===== src/rtl/ow_phy_pkg.sv =====
`timescale 1ns/1ps
package ow_phy_pkg;
    typedef enum logic [2:0] {
        S_IDLE,
        S_SLOT_LOW,
        S_READ_HOLD,
        S_SLOT_WAIT,
        S_RST_HIGH,
        S_PRES_WAIT,
        S_PRES_DRIVE
    } ow_state_e;
endpackage


===== src/rtl/ow_us_tick.sv =====
`timescale 1ns/1ps
module ow_us_tick #(
    parameter int CYC_PER_US = 4
) (
    input  logic clk,
    input  logic rst_n,
    input  logic restart,
    output logic tick
);
    localparam int CW = (CYC_PER_US > 1) ? $clog2(CYC_PER_US) : 1;

    logic [CW-1:0] cnt_q;

    assign tick = (cnt_q == CW'(CYC_PER_US - 1));

    always_ff @(posedge clk or negedge rst_n) begin
        if (!rst_n)       cnt_q <= '0;
        else if (restart) cnt_q <= '0;
        else if (tick)    cnt_q <= '0;
        else              cnt_q <= cnt_q + 1'b1;
    end

    generate
        if (CYC_PER_US > 1) begin : g_spacing
            // the sample timing relies on ticks that are never back to back
            a_r5_tick_spacing: assert property (@(posedge clk) disable iff (!rst_n)
                tick |=> !tick);
        end
    endgenerate
endmodule


===== src/rtl/ow_line_filter.sv =====
`timescale 1ns/1ps
module ow_line_filter #(
    parameter int CYC_PER_US = 4
) (
    input  logic clk,
    input  logic rst_n,
    input  logic line_raw,
    output logic line_hi
);
    localparam int CW = $clog2(CYC_PER_US + 1);

    logic          sync1_q, sync2_q;
    logic [CW-1:0] hold_q;

    always_ff @(posedge clk or negedge rst_n) begin
        if (!rst_n) begin
            sync1_q <= 1'b1;
            sync2_q <= 1'b1;
            line_hi <= 1'b1;
            hold_q  <= '0;
        end else begin
            sync1_q <= line_raw;
            sync2_q <= sync1_q;
            if (sync2_q == line_hi) begin
                hold_q <= '0;
            end else if (hold_q == CW'(CYC_PER_US - 1)) begin
                line_hi <= sync2_q;
                hold_q  <= '0;
            end else begin
                hold_q <= hold_q + 1'b1;
            end
        end
    end

    // a filtered level change only follows a synchronised level equal to it
    a_r2_level_held: assert property (@(posedge clk) disable iff (!rst_n)
        !$stable(line_hi) |-> ($past(sync2_q) == line_hi));
endmodule


===== src/rtl/ow_slot_fsm.sv =====
`timescale 1ns/1ps
module ow_slot_fsm
    import ow_phy_pkg::*;
#(
    parameter int SAMPLE_US    = 30,
    parameter int HOLD0_US     = 30,
    parameter int PRES_WAIT_US = 30,
    parameter int PRES_LEN_US  = 120,
    parameter int RESET_US     = 480
) (
    input  logic clk,
    input  logic rst_n,
    input  logic line_hi,
    input  logic tick,
    input  logic tx_mode,
    input  logic tx_bit,
    output logic restart,
    output logic pull_low,
    output logic rx_valid,
    output logic rx_bit,
    output logic tx_request,
    output logic reset_detected
);
    localparam int CW = $clog2(RESET_US + 1);

    ow_state_e     state_q, state_n;
    logic [CW-1:0] us_q;
    logic          line_d;
    logic          fall;
    logic          ev_sample, ev_rst, ev_txreq;

    assign fall = line_d & ~line_hi;

    always_comb begin
        state_n   = state_q;
        restart   = 1'b0;
        ev_sample = 1'b0;
        ev_rst    = 1'b0;
        ev_txreq  = 1'b0;
        unique case (state_q)
            S_IDLE: begin
                if (fall) begin
                    restart = 1'b1;
                    if (tx_mode) begin
                        ev_txreq = 1'b1;
                        state_n  = tx_bit ? S_SLOT_WAIT : S_READ_HOLD;
                    end else begin
                        state_n = S_SLOT_LOW;
                    end
                end
            end
            S_SLOT_LOW: begin
                if (us_q == CW'(SAMPLE_US)) begin
                    ev_sample = 1'b1;
                    state_n   = S_SLOT_WAIT;
                end
            end
            S_READ_HOLD: begin
                if (us_q == CW'(HOLD0_US)) state_n = S_SLOT_WAIT;
            end
            S_SLOT_WAIT: begin
                if (us_q == CW'(RESET_US)) begin
                    ev_rst  = 1'b1;
                    state_n = S_RST_HIGH;
                end else if (line_hi) begin
                    state_n = S_IDLE;
                end
            end
            S_RST_HIGH: begin
                if (line_hi) begin
                    restart = 1'b1;
                    state_n = S_PRES_WAIT;
                end
            end
            S_PRES_WAIT: begin
                if (us_q == CW'(PRES_WAIT_US)) begin
                    restart = 1'b1;
                    state_n = S_PRES_DRIVE;
                end
            end
            S_PRES_DRIVE: begin
                if (us_q == CW'(PRES_LEN_US)) state_n = S_IDLE;
            end
            default: state_n = S_IDLE;
        endcase
    end

    // state register and microsecond counter
    always_ff @(posedge clk or negedge rst_n) begin
        if (!rst_n) begin
            state_q <= S_IDLE;
            us_q    <= '0;
            line_d  <= 1'b1;
        end else begin
            state_q <= state_n;
            line_d  <= line_hi;
            if (restart)                           us_q <= '0;
            else if (tick && us_q != CW'(RESET_US)) us_q <= us_q + 1'b1;
        end
    end

    // registered outputs
    always_ff @(posedge clk or negedge rst_n) begin
        if (!rst_n) begin
            pull_low       <= 1'b0;
            rx_valid       <= 1'b0;
            rx_bit         <= 1'b1;
            tx_request     <= 1'b0;
            reset_detected <= 1'b0;
        end else begin
            pull_low       <= (state_n == S_READ_HOLD) || (state_n == S_PRES_DRIVE);
            rx_valid       <= ev_sample;
            tx_request     <= ev_txreq;
            reset_detected <= ev_rst;
            if (ev_sample) rx_bit <= line_hi;
        end
    end

    // strobes never coincide
    a_r10_strobes_exclusive: assert property (@(posedge clk) disable iff (!rst_n)
        $onehot0({rx_valid, tx_request, reset_detected}));

    // pulling starts only at a read-slot start or at the presence phase
    a_r6_drive_entry: assert property (@(posedge clk) disable iff (!rst_n)
        $rose(pull_low) |-> ($past(state_q) == S_IDLE || $past(state_q) == S_PRES_WAIT));

    // reset is reported while the line is still released by this block
    a_r3_reset_no_drive: assert property (@(posedge clk) disable iff (!rst_n)
        reset_detected |-> !pull_low);

    // a read-slot request is never paired with a received bit in the next cycle
    a_r8_req_no_rx: assert property (@(posedge clk) disable iff (!rst_n)
        tx_request |=> !rx_valid);
endmodule


===== src/rtl/ow_slave_phy.sv =====
`timescale 1ns/1ps
module ow_slave_phy #(
    parameter int CYC_PER_US   = 4,
    parameter int SAMPLE_US    = 30,
    parameter int HOLD0_US     = 30,
    parameter int PRES_WAIT_US = 30,
    parameter int PRES_LEN_US  = 120,
    parameter int RESET_US     = 480
) (
    input  logic clk,
    input  logic rst_n,
    input  logic line_in,
    input  logic tx_mode,
    input  logic tx_bit,
    output logic pull_low,
    output logic rx_valid,
    output logic rx_bit,
    output logic tx_request,
    output logic reset_detected
);
    logic line_hi;
    logic tick;
    logic restart;

    ow_line_filter #(.CYC_PER_US(CYC_PER_US)) u_filter (
        .clk      (clk),
        .rst_n    (rst_n),
        .line_raw (line_in),
        .line_hi  (line_hi)
    );

    ow_us_tick #(.CYC_PER_US(CYC_PER_US)) u_tick (
        .clk     (clk),
        .rst_n   (rst_n),
        .restart (restart),
        .tick    (tick)
    );

    ow_slot_fsm #(
        .SAMPLE_US    (SAMPLE_US),
        .HOLD0_US     (HOLD0_US),
        .PRES_WAIT_US (PRES_WAIT_US),
        .PRES_LEN_US  (PRES_LEN_US),
        .RESET_US     (RESET_US)
    ) u_fsm (
        .clk            (clk),
        .rst_n          (rst_n),
        .line_hi        (line_hi),
        .tick           (tick),
        .tx_mode        (tx_mode),
        .tx_bit         (tx_bit),
        .restart        (restart),
        .pull_low       (pull_low),
        .rx_valid       (rx_valid),
        .rx_bit         (rx_bit),
        .tx_request     (tx_request),
        .reset_detected (reset_detected)
    );
endmodule


===== config.mk =====
export PLATFORM = sky130hd
export DESIGN_NAME = ow_slave_phy
export DESIGN_NICKNAME = d
export VERILOG_FILES = /design/src/rtl/ow_phy_pkg.sv /design/src/rtl/ow_us_tick.sv /design/src/rtl/ow_line_filter.sv /design/src/rtl/ow_slot_fsm.sv /design/src/rtl/ow_slave_phy.sv
export SDC_FILE = /design/constraint.sdc
export NUM_CORES = 1
export LEC_CHECK = 0
export BUFFER_PORTS_ARGS = -buffer_cell sky130_fd_sc_hd__clkbuf_2
export CELL_PAD_IN_SITES_DETAIL_PLACEMENT = 2
export CELL_PAD_IN_SITES_GLOBAL_PLACEMENT = 2
export CORE_MARGIN = 2
export CORE_UTILIZATION = 42
export DETAILED_ROUTE_END_ITERATION = 16
export PLACE_DENSITY_LB_ADDON = 0.1
export SETUP_SLACK_MARGIN = 0.5
export SYNTH_ARGS = -nofsm -noshare
export SYNTH_HDL_FRONTEND = slang
export SYNTH_SLANG_ARGS = --single-unit

===== constraint.sdc =====
create_clock -name clk -period 4 [get_ports clk]
set_input_delay 0 -clock clk [delete_from_list [all_inputs] [get_ports clk]]
set_output_delay 0 -clock clk [all_outputs]
set_load 0.1 [all_outputs]

* After elaboration in Yosys (flattened, before gate mapping)
Index checks and enable logic that the tools add are counted.
** Storage, ports and cells
- Output and inout bits :: 5
- Register bits after elaboration :: 26
- Input bits :: 5
- Logic and storage cells :: 66
** Cells by class
- Mux-type cells :: 26
- Bitwise gates (word level) :: 3
- Reduce and logical (&&, ||, !) cells :: 6
- Eq/ne operators :: 15
- Add/subtract/negate cells :: 3
** Operator list (count)
- $mux W3 :: 10
- $mux W9 :: 2
- $pmux W3 S6 :: 1
- $eq A3 B2 Y1 const B :: 4
- $eq A3 B3 Y1 const B :: 4
- $mux W1 :: 10
- $add A9 B1 Y9 const B :: 1
- $eq A9 B5 Y1 const B :: 1
- $eq A9 B7 Y1 const B :: 1
- $eq A9 B9 Y1 const B :: 1
- $ne A9 B9 Y1 const B :: 1
- $mux W2 :: 2
- $add A3 B1 Y3 const B :: 1
- $eq A3 B1 Y1 const B :: 1
- $logic_not A3 Y1 :: 1
- $pmux W1 S3 :: 1
- $add A2 B1 Y2 const B :: 1
- $eq A2 B2 Y1 const B :: 1
- $not A1 Y1 :: 2
- $reduce_and A2 Y1 :: 1
- $reduce_bool A2 Y1 :: 1
- $reduce_or A2 Y1 :: 1
- $and A1 B1 Y1 :: 1
- $eq A1 B1 Y1 :: 1
- other kinds (2) :: 2

* Logic depth before layout (Yosys ltp)
Gate-level depths: netlist of run 1.
- Depth in word-level cells :: 6
- Mapped depth :: 7
- Depth with buffers taken out :: 6

* Hierarchy
A second synthesis of run 1 with hierarchy kept.
** Second synthesis, totals
- Cell total of the unflattened synthesis :: 119
- Area, all modules :: 1352.5 µm²
** By module, submodules not included
- ow_slot_fsm :: times used 1, sequential area each 452.9 µm², cells each 101, area an instance 1041.0 µm²
- ow_line_filter :: times used 1, sequential area each 153.9 µm², cells each 13, area an instance 232.7 µm²
- ow_us_tick :: times used 1, sequential area each 50.0 µm², cells each 5, area an instance 78.8 µm²

* Worst setup path before layout of run 1
OpenSTA, ideal clock, no wires.
- Path kind :: reg2reg
- Start point :: register u_fsm.us_q[0]
- End point :: register u_fsm.rx_bit
- Setup slack :: 2489 ps
- Path buffers :: 0
- Required time :: 3915 ps
- Arrival time :: 1427 ps
- Library setup time :: 85 ps
- Clock period less this slack :: 1511 ps
- Stages on the path, launching flop included :: 7
- Path through :: dfrtp_1 -> inv_1 -> ha_1 -> and4bb_1 -> nand3_2 -> nor3_4 -> mux2_1
** Between the ends
- Longest elaborated chain between the ends :: 3
** RTL lines
- from (decl) :: RTL line ow_slot_fsm.sv:27 : logic [CW-1:0] us_q;
- from (signal assigned) :: RTL line ow_slot_fsm.sv:98 : else if (tick && us_q != CW'(RESET_US)) us_q <= us_q + 1'b1;
- $eq A9 B5 Y1 :: RTL line ow_slot_fsm.sv:53 : if (us_q == CW'(SAMPLE_US)) begin
- $mux W1 :: RTL line ow_slot_fsm.sv:53
- $mux W1 :: RTL line ow_slot_fsm.sv:40 : unique case (state_q)
- via u_fsm.ev_sample :: RTL line ow_slot_fsm.sv:30 : logic ev_sample, ev_rst, ev_txreq;
- to (signal assigned) :: RTL line ow_slot_fsm.sv:115 : if (ev_sample) rx_bit <= line_hi;
- to (decl) :: RTL line ow_slot_fsm.sv:20 : output logic rx_bit,
The timed path passes the listed nets, and every way through them passes these cells.
A chain may end at the register's enable or synchronous reset.

* Worst setup path after layout of run 1
- Start point :: register u_fsm.us_q[0]
- End point :: register u_fsm.us_q[3]
** Between the ends
- Longest elaborated chain between the ends :: 4
- Elaborated cells on any way between the ends :: 9
- Classes of those cells :: 1 x add/sub; 2 x eq/ne; 4 x mux; 2 x reduce/logical
** RTL lines
- parallel branches: the longest is 4 deep, another holds $add A9 B1 Y9
Parallel ways; which one is timed is not known. The select of a mux whose other input is x is not followed.

==> flow_summary.ini, run 1 <==
[status]
status = finished clean

[grt]
grt_pass1_wl_um = 4800
first_global_vias = 954
grt_usage_pct = 18.5
grt_max_degree = 27
grt_overflow = 0
grt_antenna_before_repair = 0

[worst_setup_path]
crit_type = reg2reg
crit_path_start_kind = flop
crit_fanout = 11
crit_arrival_ps = 1980
path_cells = inv_1, ha_1, nand4bb_1, o31ai_1, a22o_1, nor2_1
critPathMaxStageDelay_ps = 450
crit_path_end_kind = flop
r2r-start = u_fsm.us_q[0]
cp-startpoint = u_fsm.us_q[0]
cp.required_ps = 4210
cp_slowest_cell = dfrtp_1

[pwr]
power.density_nw_per_um2 = 600
leakage_nw = 0.648
clkPwrFrac_pct = 20.8
swShare_pct = 37.4
p_comb_share_pct = 30.9
switching_power_uw = 322
vdd_drop_max_uv = 224
power.share.sequential_pct = 48.2
intPower_uw = 541

[synth]
ys_warn_count = 0
synth_nets = 120
ys_ff_latch = 26
synth_flop_cell = dfrtp_1
synthTopCellsByArea = dfrtp_1 (41%), dfstp_2 (10%), ha_1 (4.9%)
synth_edf_count = 0
netlist_instances = 110
syn_avg_cell_area_um2 = 11.7
synth_largest_area_cell = dfrtp_1
ys_types = 45
synth_area_um2 = 1280
async_reset_ff_share_pct = 100
synth_top_area_share_pct = 41.0
yosysSeqAreaShare_pct = 51.2

[placement]
hpwl_um = 2050
place.gp.congestion = 0.770
placedCellCount = 150
io_buffers = 9

[finish]
nFillCells = 318
diodes = 0
final_cells = 157
layout-drive-gt1-share_pct = 22.6
syn2layout_area_growth_pct = 12.2
nets = 135

[drt]
drtPass1Iterations = 4
drc = 0
viasPerCell = 5.55
wl_um = 2680
wire_per_inst_um = 17.1
drtIter0Drc = 19
ant_nets = 0
routed-via-count = 871

[timing]
clock_skew_ps = 11.0
post-route-period-util_pct = 44.4
final-setup-viol-count = 0
worst_pin_slew_ps = 648
relSlewSlack_pct = 56.8
hold_viol_final = 0
timing.fmax_mhz = 563
setup_tns_ps = 0
period_needed_ps = 1780
rsz0062_at_grt = no
maxSlewViolCount = 0

[clocking]
clock_sinks = 26
clk_pin_slew_worst_paths_ps = 140
ctsHoldBuffers = 3
post_cts_buffers = 0
insertion_delay_ps = 330
htreeDepth = 1
cts_buffers = 3
cts_tree = done
post_cts_resized = 0
cts_root_buffer = clkbuf_4
ctsLongestPathBuffers = 2

[worst_hold_path]
min_path_type = in2reg
min-delay-start = tx_bit

[floorplanning]
die_y_um = 59.3
core-area_um2 = 2980
start_util_pct = 43.1
dieArea_um2 = 3510
die_x_um = 59.3
pin_count = 10
rows = 20

[run]
drv_cap = 0
## kinds of logic after synthesis
logic type	Yosys count	share of synthesized area (%)
AND/OR/NAND/NOR	49	26.8
flip-flops	26	51.2
AO/OA/AOI/OAI	11	5.95
XOR/XNOR	9	6.15
buffers and inverters	7	2.44
adder cells (fa/ha/maj)	5	4.88
multiplexers	3	2.54
## path summary, 6_finish.rpt
path	endpoint	slack [ps]	cells past startpoint
worst max-delay path	u_fsm.us_q[3]	2220	6
worst min-delay path	u_fsm.state_q[0]	80	4
worst max register to register	u_fsm.us_q[3]	2220	6
worst min register to register	u_filter.sync2_q	370	0
max in group asynchronous	u_fsm.us_q[6]	3370	2
min in group asynchronous	u_fsm.tx_request	210	2
## synth_stat cells (all sizes together), types with 3 or more instances
master   count
dfrtp       21
nor2        11
xor2         7
nand3        6
dfstp        5
ha           5
inv          5
nor2b        5
nor3         5
nand4        3
nand4bb      3
o21ai        3
## metrics by stage
stage / worst slack (ps) / area [um2] / total power, mW / util, % / hold WS (ps)
2_1_floorplan: 2490 / 1280 / 0.614 / - / -296
3_3_place_gp: 2310 / 1360 / 0.670 / 45.5 / 43.6
3_5_place_dp: 2220 / 1360 / 0.692 / 45.5 / 64.4
4_1_cts: 2200 / 1440 / 0.880 / 48.3 / 73.8
5_1_grt: 1970 / 1440 / 0.932 / 48.3 / 103
6_report: 2220 / 1440 / 0.863 / 48.3 / 84.9
## critical path, delay by kind of cell (launching register included)
| family | cells | cell delay (ps) |
|---|---|---|
| buffers and inverters | 1 | 130 |
| flip-flops | 1 | 450 |
| AND/OR/NAND/NOR | 2 | 260 |
| AO/OA/AOI/OAI | 2 | 630 |
| adder cells (fa/ha/maj) | 1 | 180 |
## registers in the layout (all words and copies together), names as in the netlist
name                  flops
u_filter.hold_q           3
u_filter.line_hi          1
u_filter.sync1_q          1
u_filter.sync2_q          1
u_fsm.line_d              1
u_fsm.pull_low            1
u_fsm.reset_detected      1
u_fsm.rx_bit              1
u_fsm.rx_valid            1
u_fsm.state_q             3
u_fsm.tx_request          1
u_fsm.us_q                9
u_tick.cnt_q              2
## power by group through the flow
stage / clock (mW) / combinational (mW) / sequential (mW)
2_1_floorplan: 0 / 0.193 / 0.420
3_3_place_gp: 0 / 0.255 / 0.415
3_5_place_dp: 0 / 0.269 / 0.423
4_1_cts: 0.190 / 0.273 / 0.417
5_1_grt: 0.199 / 0.304 / 0.429
6_report: 0.180 / 0.267 / 0.416
## layer usage
metal | part of all wire [%] | up-vias | GRT usage [%]
li1 | - | 420 | -
met1 | 47 | 439 | 25.9
met2 | 50 | 10 | 29.8
met3 | 2.2 | 2 | 1.97
met4 | 1.2 | 0 | 5.84
met5 | 0 | - | 0
## layout make-up
class / count / area (um2) / share of cell area, %
flip-flops and latches: 26 / 657 / 45.7
repair buffers: 12 / 75.1 / 5.22
inverters: 5 / 18.8 / 1.30
clock inverters: 1 / 30.0 / 2.09
clock buffers: 3 / 22.5 / 1.57
multi-input cells: 77 / 594 / 41.3
well taps: 33 / 41.3 / 2.87
## placed cells by master, fill, tap and decap left out, types with 2 or more instances in the layout
cell type and n:
nor3_1 3, and3_1 2, dlygate4sd3_1 3, o21ai_1 2, nor2b_1 5, dfrtp_1 21
dfstp_2 5, xor2_1 7, nor2_1 11, nand4_1 3, inv_1 4, nand3_1 5
clkbuf_2 9, xnor2_1 2, or2_2 2, ha_1 5, clkbuf_4 3, nand2b_1 2
nand4bb_1 2
Power figures use the tool's default switching activity.
==> run 2: changes to the inputs <==
--- a/config.mk
+++ b/config.mk
@@ -9,7 +9,7 @@
 export CELL_PAD_IN_SITES_DETAIL_PLACEMENT = 2
 export CELL_PAD_IN_SITES_GLOBAL_PLACEMENT = 2
 export CORE_MARGIN = 2
-export CORE_UTILIZATION = 42
+export CORE_UTILIZATION = 35
 export DETAILED_ROUTE_END_ITERATION = 16
 export PLACE_DENSITY_LB_ADDON = 0.1
 export SETUP_SLACK_MARGIN = 0.5
==> constraint.sdc (replaced) <==
create_clock -name clk -period 1.5 [get_ports clk]
set_input_delay 0 -clock clk [delete_from_list [all_inputs] [get_ports clk]]
set_output_delay 0 -clock clk [all_outputs]
set_load 0.1 [all_outputs]
==> run 2 against run 1 <==
Compared with the run above:
- the run now ends with negative setup slack left
- non-clock buffer count is 33 higher
- clock skew fell by 8.4 ps
- critical path depth is 1 higher
- combinational power grew to 6.7 times the previous value
- sequential cell count did not move
- via count rose by 23%
- power rose to 4.0 times the previous value
- highest routed layer unchanged
==> flow_summary.ini, run 2 (synthesis results as in run 1) <==
[finish]
multi_input_area_um2 = 867
top_regs = u_fsm.us_q (9), u_filter.hold_q (3), u_fsm.state_q (3)
largest_reg_flops = 9
syn2layout_area_growth_pct = 63.3
final_cells = 203
layout_commonest_cell = buf_4
layout_common_cells = buf_4 (27), dfrtp_1 (17), nor2_4 (7)
diodes = 0
top_register = u_fsm.us_q
layout-drive-gt1-share_pct = 65.6
nFillCells = 295
layout.area.seq_um2 = 662
finish.instance_area_um2 = 2090
nets = 168

[pwr]
leakage_nw = 0.871
power.density_nw_per_um2 = 1640
vdd_drop_max_uv = 894
total_power_mw = 3.44

[placement]
io_buffers = 9
hpwl_um = 2200
placedCellCount = 178
place.gp.congestion = 0.756
place_area_um2 = 1520

[clocking]
cts_tree = done
cts_root_buffer = clkbuf_4
cts_buffers = 3
ctsLongestPathBuffers = 2
htreeDepth = 1
clk_pin_slew_worst_paths_ps = 160
insertion_delay_ps = 350
clock_sinks = 26

[floorplanning]
core-area_um2 = 3420
die_x_um = 64.5
start_util_pct = 37.5
rows = 21
dieArea_um2 = 4160
pin_count = 10
die_y_um = 64.5

[timing]
setup_slack_ps = -217
timing.fmax_mhz = 582
clock_skew_ps = 2.69
post-route-period-util_pct = 114
rsz0062_at_grt = yes
worst_pin_slew_ps = 684
maxSlewViolCount = 0
hold_viol_final = 0
period_needed_ps = 1720
relSlewSlack_pct = 54.4
final-setup-viol-count = 16

[grt]
grt_overflow = 0
grt_pass1_wl_um = 5950
first_global_vias = 1133
grt_max_degree = 27
grt_antenna_before_repair = 0
grt_usage_pct = 18.9

[status]
status = complete, but fails checks
violations = negative setup slack

[drt]
ant_nets = 0
routed-via-count = 1067
wire_per_inst_um = 27.3
drc = 0
viasPerCell = 5.26
drtPass1Iterations = 4
drtIter0Drc = 51
wl_um = 5550

[worst_setup_path]
cp-startpoint = u_fsm.us_q[0]
cp.required_ps = 1750
crit_fanout = 5
crit_path_start_kind = flop
crit_arrival_ps = 1970
r2r-start = u_fsm.us_q[0]
ff2ff_path_depth = 7
r2r-end = u_fsm.us_q[2]
crit_type = reg2reg
crit_path_end_kind = flop
rrSetupSlack_ps = -220

[worst_hold_path]
holdPathStages = 4
min-delay-start = tx_bit
min_path_type = in2reg
min_to = u_fsm.state_q[0]

[run]
drv_cap = 0
[run 2: how the worst max path moves through the flow]
stage | endpoint | slack [ps] | cells past startpoint
after floorplan | u_fsm.rx_bit | 30 | 6
after global placement | u_fsm.pull_low | -50 | 7
after detailed placement | u_fsm.pull_low | -60 | 7
after CTS | u_fsm.us_q[3] | -80 | 7
after global routing | u_fsm.us_q[1] | -230 | 7
final | u_fsm.us_q[2] | -220 | 7
[run 2: where the power goes]
| group | total, mW | switching (mW) | leakage, nW | internal [mW] |
|---|---|---|---|---|
| logic | 1.80 | 0.953 | 0.516 | 0.843 |
| registers | 1.12 | 0.228 | 0.327 | 0.893 |
| clock network | 0.521 | 0.250 | 0.0279 | 0.271 |
| total | 3.44 | 1.43 | 0.871 | 2.01 |
[run 2: final cells by class]
class | instances | area share, %
Sequential cell | 26 | 31.6
Clock buffer | 3 | 1.08
Clock inverter | 1 | 1.43
Multi-Input combinational cell | 77 | 41.4
Tap cell | 46 | 2.75
Timing Repair Buffer | 45 | 20.8
Inverter | 5 | 0.896
[run 2: through the flow]
stage	setup slack (ps)	utilization (%)	hold slack, ps	setup TNS (ps)
2_1_floorplan	25.0	-	-296	0
3_3_place_gp	-45.7	44.4	46.2	-205
3_5_place_dp	-57.2	44.4	55.6	-456
4_1_cts	-83.9	52.0	88.9	-1050
5_1_grt	-228	61.3	118	-3110
6_report	-217	61.3	128	-2730
[run 2: timing repair]
item	CTS	global route
hold buffers	3	0
cloned	0	1
setup buffers	7	10
endpoints found under the setup margin	28	27
endpoints found under the hold margin	23	0
resized for setup	24	48
pin swaps	9	16
[run 2: critical path, cell delays in order (launching register included)]
cell and delay (ps):
dfrtp_1 440, inv_2 120, ha_4 170, nand4bb_4 140, o31ai_2 250, a22o_2 260
clkbuf_16 190, nor2_2 50
[run 2: routing by layer]
metal | part of all wire [%] | GRT usage, % | vias to the layer above
met2 | 52 | 32.7 | 16
li1 | - | - | 479
met5 | 0 | 0 | -
met3 | 2.4 | 2.08 | 11
met1 | 43 | 24.6 | 561
met4 | 2.5 | 6.38 | 0
==> run 3: changes to the inputs <==
--- a/config.mk
+++ b/config.mk
@@ -6,12 +6,10 @@
 export NUM_CORES = 1
 export LEC_CHECK = 0
 export BUFFER_PORTS_ARGS = -buffer_cell sky130_fd_sc_hd__clkbuf_2
-export CELL_PAD_IN_SITES_DETAIL_PLACEMENT = 2
-export CELL_PAD_IN_SITES_GLOBAL_PLACEMENT = 2
 export CORE_MARGIN = 2
-export CORE_UTILIZATION = 35
+export CORE_UTILIZATION = 52
 export DETAILED_ROUTE_END_ITERATION = 16
-export PLACE_DENSITY_LB_ADDON = 0.1
+export PLACE_DENSITY = 0.73
 export SETUP_SLACK_MARGIN = 0.5
 export SYNTH_ARGS = -nofsm -noshare
 export SYNTH_HDL_FRONTEND = slang
==> run 3 against run 2 <==
Compared with the run above:
- the flow still finishes with violations (negative setup slack)
- sequential cell count stayed put
- final cell count fell by 16%
- via count fell by 11%
- utilization grew 18 points
- critical path type unchanged
- first-iteration DRC count down 71%
- design area down 14%
- largest cell class unchanged
- register-to-register slack improved by 90 ps
- sequential power shrank 5%
- clock power is 34% lower
- critical path depth unchanged
==> flow_summary.ini, run 3 (synthesis results as in run 1) <==
[worst_setup_path]
rrSetupSlack_ps = -130
r2r-start = u_fsm.us_q[1]
crit_arrival_ps = 1850
crit_fanout = 5
crit_path_start_kind = flop
r2r-end = u_fsm.us_q[2]
ff2ff_path_depth = 7
crit_path_end_kind = flop
crit_type = reg2reg
cp.required_ps = 1720

[timing]
setup_slack_ps = -131
worst_pin_slew_ps = 625
maxSlewViolCount = 0
timing.fmax_mhz = 613
post-route-period-util_pct = 109
period_needed_ps = 1630
final-setup-viol-count = 16
hold_viol_final = 0
clock_skew_ps = 2.42
rsz0062_at_grt = yes
relSlewSlack_pct = 58.4

[grt]
grt_overflow = 0
met1_usage_pct = 24.7
gr-usage-met2_pct = 36.0
gr-usage-met3_pct = 2.78
grt_antenna_before_repair = 0
grt_max_degree = 27
first_global_vias = 1007
gr-max-usage-layer = met2
grt_usage_pct = 20.6
grt_pass1_wl_um = 4210

[worst_hold_path]
min_path_type = in2reg
holdPathStages = 4
min_to = u_fsm.state_q[0]
min-delay-start = tx_bit

[drt]
drtPass1Iterations = 4
ant_nets = 0
drc = 0
routed-via-count = 949
wire_per_inst_um = 16.3
wl_um = 2780
viasPerCell = 5.55
drtIter0Drc = 15

[floorplanning]
pin_count = 10
die_x_um = 53.7
core-area_um2 = 2280
rows = 17
dieArea_um2 = 2880
start_util_pct = 56.3
die_y_um = 53.7

[clocking]
htreeDepth = 1
cts_root_buffer = clkbuf_4
clock_sinks = 26
clk_pin_slew_worst_paths_ps = 130
ctsLongestPathBuffers = 2
insertion_delay_ps = 310
cts_tree = done
cts_buffers = 3

[finish]
largest_reg_flops = 9
nFillCells = 124
layout_common_cells = dfrtp_1 (21), buf_4 (18), xor2_1 (7)
layout_commonest_cell = dfrtp_1
diodes = 0
nets = 154
layout-drive-gt1-share_pct = 49.0
top_register = u_fsm.us_q
syn2layout_area_growth_pct = 39.9
top_regs = u_fsm.us_q (9), u_filter.hold_q (3), u_fsm.state_q (3)
finish.instance_area_um2 = 1790
final_core_util_pct = 78.8

[pwr]
total_power_mw = 2.77
leakage_nw = 0.773
power.density_nw_per_um2 = 1540
vdd_drop_max_uv = 1090

[status]
violations = negative setup slack
status = complete, but fails checks

[run]
drv_cap = 0

[placement]
pre_cts_slack_ps = -80.0
place_area_um2 = 1460
hpwl_um = 1750
place.gp.congestion = 0.809
io_buffers = 9
## run 3: cell count changes in the layout (fill, tap and decap cells not counted), moves of 2 or more
| cell | previous run | this run |
|---|---|---|
| nor3_1 | 0 | 2 |
| buf_12 | 3 | 1 |
| nor2_4 | 7 | 2 |
| nor2_2 | 2 | 5 |
| dfrtp_2 | 4 | 0 |
| buf_4 | 27 | 18 |
| buf_6 | 4 | 2 |
| xor2_2 | 4 | 0 |
| dfrtp_1 | 17 | 21 |
| nand4bb_1 | 0 | 2 |
| nor3_2 | 3 | 1 |
| nor2_1 | 2 | 4 |
| xor2_1 | 3 | 7 |
## run 3: area by class of cell
type | count | area [um2] | area share, %
timing repair buffer | 31 | 292 | 16.2
multi-input combinational | 77 | 756 | 42.1
clock buffer | 4 | 36.3 | 2.02
sequential | 26 | 657 | 36.6
inverter | 5 | 18.8 | 1.05
tap | 28 | 35.0 | 1.95
## run 3: repair_timing
action | 4_1_cts | 5_1_grt
pin swaps | 10 | 12
hold buffers | 3 | 0
gates cloned | 0 | 1
resized for setup | 18 | 23
buffers inserted | 1 | 6
setup endpoints to repair | 28 | 27
hold endpoints to repair | 23 | 0
## run 3: where the power goes
part	internal (mW)	switching (mW)	total, mW
clock network	0.148	0.196	0.344
registers	0.886	0.177	1.06
logic	0.678	0.685	1.36
## run 3: metrics by stage
stage	setup TNS, ps	hold WS (ps)	std cells
global placement	0	35.7	156
detailed placement	-409	41.7	156
CTS	-350	77.7	164
global route	-3150	96.5	171
finish	-1590	72.1	171
floorplan	0	-296	110
## run 3: per-layer routing
layer | vias up | share of wire, %
li1 | 459 | -
met1 | 469 | 44
met2 | 17 | 52
met3 | 4 | 2.1
met4 | 0 | 1.4
met5 | - | 0
## run 3: worst max-delay path, stage by stage, from the launching register on
cell,delay [ps]
dfrtp_1,400
buf_4,150
ha_4,130
nand4bb_1,150
o31ai_2,250
a22o_2,250
clkbuf_16,170
nor2_1,40
## run 3: how the worst max path moves through the flow
stage | cells after the start | from | to
floorplan | 6 | u_fsm.us_q[0] | u_fsm.rx_bit
global placement | 7 | u_fsm.us_q[0] | u_tick.cnt_q[0]
detailed placement | 7 | u_fsm.us_q[0] | u_fsm.pull_low
CTS | 6 | u_fsm.us_q[0] | u_fsm.state_q[2]
global route | 7 | u_fsm.us_q[0] | u_fsm.state_q[2]
finish | 7 | u_fsm.us_q[1] | u_fsm.us_q[2]
